### config.mk
export PLATFORM = sky130hd
export DESIGN_NAME = tri_sdm3
export DESIGN_NICKNAME = d
export VERILOG_FILES = /design/src/rtl/tri_sdm3.sv
export SDC_FILE = /design/constraint.sdc
export NUM_CORES = 1
export LEC_CHECK = 0
export ABC_AREA = 0
export BUFFER_PORTS_ARGS = -buffer_cell sky130_fd_sc_hd__clkbuf_2
export CELL_PAD_IN_SITES_DETAIL_PLACEMENT = 2
export CELL_PAD_IN_SITES_GLOBAL_PLACEMENT = 2
export CORE_ASPECT_RATIO = 0.7
export CORE_UTILIZATION = 40
export CTS_CLUSTER_SIZE = 16
export DETAILED_ROUTE_END_ITERATION = 10
export MAX_ROUTING_LAYER = met4
export PLACE_DENSITY_LB_ADDON = 0.1
export SETUP_SLACK_MARGIN = 0.5
export SKIP_LAST_GASP = 1
export SLEW_MARGIN = 0
export SYNTH_ARGS = -nofsm -noshare
export SYNTH_HDL_FRONTEND = slang
export SYNTH_SLANG_ARGS = --single-unit
### constraint.sdc
create_clock -name clk -period 6.9 [get_ports clk]
set_input_delay 0.345 -clock clk [delete_from_list [all_inputs] [get_ports clk]]
set_output_delay 0.345 -clock clk [all_outputs]
set_load 0.02 [all_outputs]
### src/rtl/tri_sdm3.sv
module tri_sdm3 #(
  parameter int IN_W = 16,
  parameter int ST_W = 19
) (
  input  logic            clk,
  input  logic            rst,
  input  logic            en,
  input  logic [IN_W-1:0] smp_in,
  input  logic            smp_ld,
  output logic [1:0]      code_out
);
  localparam int X_W = ST_W + 2;
  localparam logic signed [X_W-1:0] FS   = X_W'(1 << (IN_W - 1));
  localparam logic signed [X_W-1:0] HALF = X_W'(1 << (IN_W - 2));
  localparam logic signed [X_W-1:0] SMAX = X_W'((1 << (ST_W - 1)) - 1);
  localparam logic signed [X_W-1:0] SMIN = -X_W'(1 << (ST_W - 1));

  logic signed [IN_W-1:0] held;
  logic signed [ST_W-1:0] s1, s2, s3;
  logic signed [X_W-1:0]  xe, e1, e2, e3, fb, n1, n2, n3;

  function automatic logic signed [ST_W-1:0] clip(input logic signed [X_W-1:0] v);
    if (v > SMAX)      return SMAX[ST_W-1:0];
    else if (v < SMIN) return SMIN[ST_W-1:0];
    else               return v[ST_W-1:0];
  endfunction

  assign xe = X_W'(held);
  assign e1 = X_W'(s1);
  assign e2 = X_W'(s2);
  assign e3 = X_W'(s3);

  assign code_out = (e3 >= HALF) ? 2'b01 : (e3 <= -HALF) ? 2'b11 : 2'b00;
  assign fb = (code_out == 2'b01) ? FS : (code_out == 2'b11) ? -FS : '0;

  assign n1 = e1 + ((xe - fb) >>> 2);
  assign n2 = e2 + ((e1 - fb) >>> 2);
  assign n3 = e3 + (e2 - fb);

  always_ff @(posedge clk) begin
    if (rst) begin
      held <= '0;
      s1   <= '0;
      s2   <= '0;
      s3   <= '0;
    end else begin
      if (smp_ld) held <= smp_in;
      if (en) begin
        s1 <= clip(n1);
        s2 <= clip(n2);
        s3 <= clip(n3);
      end
    end
  end
endmodule

# Word-level counts from Yosys, hierarchy flattened
# Cells that the tools add are included.
# word_totals
ff_bits	73
latch_bits	0
mem_bits_rw	0
mem_bits_ro	0
inputBits	20
output_inout_bits	2
elab_cells	30
n_memories	0
# op_classes
add_sub_neg	6
mul	0
n_div	0
order_cmp	8
n_eq_ne	2
shifts	0
mux	10
n_bitwise	0
n_reduce_logical	0
# ops
cell	n
$mux W19	6
$mux W21	2
$sub A19 B21 Y21	2
$add A19 B19 Y20	2
$gt A20 B19 Y1 const B	2
$lt A20 B19 Y1 const B	2
$add A19 B21 Y21	1
$gt A21 B19 Y1 const B	1
$lt A21 B19 Y1 const B	1
$sub A16 B21 Y21	1
$ge A19 B16 Y1 const B	1
$le A19 B15 Y1 const B	1
$mux W2	2
$eq A2 B1 Y1 const B	1
$eq A2 B2 Y1 const B	1

# Logic depth before layout (Yosys ltp)
# logic_depth
word_depth	11
depth_mapped	20
ltp_nobuf	19

# Least setup slack after synthesis
# Ideal clock, no wire load.
# synth_path
kind	register -> register
startpoint	register s3[0]
endpoint	register s2[10]
setup_time_ns	0.128
arrival_time_ns	4.118
required_time_ns	6.772
setup_slack_ns	2.654
path_stages_with_launch	19
n_path_buf	1
period_less_slack_ns	4.246
cell_sequence	dfxtp_1 or4_1 nor4_1 o21ai_1 o21ai_0 ha_1 nor2b_1 mux2i_1 nor2_1 a311o_1 o21ai_0 ha_1 inv_1 nor3_1 a2111oi_0 nand3b_1 o21ai_0 clkbuf_1 o21ai_0
# synth_via
elab_chain_len	11
elab_cells_between_ends	14
cone_classes	add/sub: 2; order compare: 4; eq/ne: 2; mux: 6
# synth_lines
element	line_no	text
start, declared	19	logic signed [ST_W-1:0] s1, s2, s3;
start signal, assigned	51	s3 <= clip(n3);
$le A19 B15 Y1	33	assign code_out = (e3 >= HALF) ? 2'b01 : (e3 <= -HALF) ? 2'b11 : 2'b00;
$mux W2	33	
$mux W2 *	33	
$eq A2 B2 Y1	34	assign fb = (code_out == 2'b01) ? FS : (code_out == 2'b11) ? -FS : '0;
$mux W21	34	
$mux W21 *	34	
$sub A19 B21 Y21 *	37	assign n2 = e2 + ((e1 - fb) >>> 2);
$add A19 B19 Y20 *	37	
$lt A20 B19 Y1	24	else if (v < SMIN) return SMIN[ST_W-1:0];
$mux W19	24	
$mux W19 *	23	if (v > SMAX) return SMAX[ST_W-1:0];
end signal, assigned	50	s2 <= clip(n2);
end, declared	19	
# Mark *: on every way between the ends. The rest lies on a longest branch, timed or not.
# A chain may end at the register's enable or synchronous reset.

# Worst setup path after layout
# layout_path
startpoint	register s3[0]
endpoint	register s2[5]
# Same word-level chain as after synthesis.

==> results.sh <==
export IMPL_tns_ns=0
export IMPL_finalCriticalPeriod_ns=5.70
export IMPL_worstSetupEndpointType="flop"
export IMPL_synth_edf_count=0
export IMPL_status="finished clean"
export IMPL_critPathMaxFanout=12
export IMPL_max_freq_mhz=176
export IMPL_critPathKind="flop to flop"
export IMPL_cts_root_buf="clkbuf_16"
export IMPL_setup_viol=0
export IMPL_grt_max_degree=59
export IMPL_start_util_pct=41.3
export IMPL_drtAntennaViolNets=0
export IMPL_timing_hold_ws_ns=0.236
export IMPL_layout_nets=901
export IMPL_synth_ff_type="dfxtp_1"
export IMPL_io_buffers=19
export IMPL_cts_tree="done"
export IMPL_fin_skew_ns=0.0106
export IMPL_grt_pass1_wl_um=32600
export IMPL_worstHoldPathType="primary input to flop"
export IMPL_n_fill_cell=1729
export IMPL_async_flop_share_pct=0
export IMPL_numCtsBuffers=9
export IMPL_antenna_found_initial=0
export IMPL_syn_cell_area_mm2=0.00612
export IMPL_ys_ff_latch=71
export IMPL_top_level_ports=22
export IMPL_slew_headroom_pct=33.9
export IMPL_first_iter_violations=230
export IMPL_cp_arrival_ns=5.91
export IMPL_startpoint_type="flop"
export IMPL_rows=37
export IMPL_tightest_slew_ns=0.985
export IMPL_track_usage_pct=26.7
export IMPL_htreeDepth=3
export IMPL_wl_per_cell_um=19.5
export IMPL_synth_top_cell_area_share_pct=23.2
export IMPL_cts_hold_buf=0
export IMPL_synthCells=788
export IMPL_required_ns=7.11
export IMPL_gp_congestion=0.848
export IMPL_synth_cell_types=63
export IMPL_synth_area_top_cells="dfxtp_1 (23%), ha_1 (16%), nor2_1 (5.0%), inv_1 (4.7%), a21oi_1 (4.6%)"
export IMPL_synth_top_cell_by_area="dfxtp_1"
export IMPL_die_w_um=150
export IMPL_drive_gt1_share_pct=6.48
export IMPL_ys_warn_count=0
export IMPL_final_cell_mix="nor2_1 (81), ha_1 (77), inv_1 (76)"
export IMPL_final_max_slew_viol_count=0
export IMPL_syn_nets=891
export IMPL_cts_sinks=71
export IMPL_die_h_um=105
export IMPL_firstDrtPassIters=4
export IMPL_hold_viol=0
export IMPL_seq_area_frac_synth_pct=23.2
export IMPL_cts_buffer_depth=2
export IMPL_syn_avg_cell_area_um2=7.76
export IMPL_final_common_cell="nor2_1"
export IMPL_grt_ovfl_total=0
export IMPL_worst_skew_pair_late_latency_ns=0.35
export IMPL_routed_via_density=5.87
export IMPL_die_area_mm2=0.0158
export IMPL_num_antenna_cells=0
export IMPL_clk_pin_slew_ns=0.07
export IMPL_wl_um=19400
export IMPL_period_share_pct=82.6
export IMPL_drc=0
export IMPL_areaGrowthSynthToFinish_pct=10.4
export IMPL_core_area_mm2=0.0148
export IMPL_vias=5855
export IMPL_place_hpwl_um=14500
export IMPL_grt_pass1_vias=6473
export IMPL_drv_cap=0
export IMPL_rsz0062_at_grt="no"
-- layout make-up --
| type | instances | area [um^2] | share of cell area, % |
|---|---|---|---|
| clock inverter | 7 | 119 | 1.76 |
| inverter | 77 | 289 | 4.28 |
| timing repair buffer | 26 | 148 | 2.19 |
| sequential | 71 | 1420 | 21.0 |
| multi-input combinational | 613 | 4310 | 63.8 |
| tap | 195 | 244 | 3.61 |
| clock buffer | 9 | 225 | 3.33 |
-- layer usage --
metal / global-route usage, % / vias up / wire [um]
li1: - / 2867 / -
met1: 34.4 / 2929 / 9720
met2: 45.2 / 51 / 9280
met3: 3.25 / 8 / 353
met4: 4.91 / 0 / 83
met5: - / - / 0
-- synth_stat cells (6+ instances only) --
master,number
nor2_1,81
ha_1,77
inv_1,76
dfxtp_1,71
nand2_1,62
a21oi_1,56
o21ai_0,49
xnor2_1,29
clkbuf_1,22
o211ai_1,20
a211oi_1,19
a31oi_1,18
a21o_1,16
mux2i_1,15
nand3_1,11
nor3_1,11
o21a_1,11
xor2_1,10
a221oi_1,9
and3_1,9
nand2b_1,9
nor2b_1,9
nor4_1,7
a211o_1,6
a311oi_1,6
fa_1,6
o21ai_1,6
-- flip-flops by register name (all words and copies together) (netlist names) --
name,flops
s2,19
held,14
s3,19
s1,19
-- worst max-delay path, stage by stage, from the launching register on --
cell and delay (ns):
dfxtp_1 0.33, or4_1 0.55, nor4_2 0.49, o21ai_1 0.48
o21ai_0 0.45, ha_1 0.30, nor2b_1 0.07, mux2i_1 0.14
nor2_1 0.07, a311o_1 0.35, o21ai_0 0.19, ha_1 0.28
inv_1 0.19, nor3_1 0.09, a2111oi_0 0.39, nand3b_1 0.48
and2_1 0.46, nor2_1 0.17, o21ai_0 0.10
-- kinds of logic after synthesis --
kind of cell,share of synthesized area (%)
fa+ha+maj,18.1
compound gates,27.0
flops,23.2
simple gates,17.2
buf+inv,6.44
mux,2.45
xor+xnor,5.58
-- path summary, 6_finish.rpt --
check                                          from                    to  slack (ns)  cells after the start
worst max-delay path             s3[0]$_SDFFE_PP0P_    s2[5]$_SDFFE_PP0P_        1.20                     18
worst min-delay path                      smp_in[6]  held[6]$_SDFFE_PP0P_        0.24                      3
worst max register to register   s3[0]$_SDFFE_PP0P_    s2[5]$_SDFFE_PP0P_        1.20                     18
worst min register to register  s3[10]$_SDFFE_PP0P_   s3[10]$_SDFFE_PP0P_        0.47                      2
-- through the flow --
step,cells,area (um^2),setup WS [ns],util [%]
2_1_floorplan,788,6120,2.65,-
5_1_grt,998,6750,0.732,45.6
3_3_place_gp,982,6400,1.16,43.2
6_report,998,6750,1.20,45.6
4_1_cts,998,6750,0.844,45.5
3_5_place_dp,982,6400,0.894,43.2
-- what timing repair did --
item / CTS / global route
resized for setup: 0 / 1
endpoints found under the setup margin: 0 / 12
setup buffers: 0 / 0
Power is left out: the tool's default activity adds up to more than one toggle a clock period on the data nets, which glitch-free logic cannot reach.
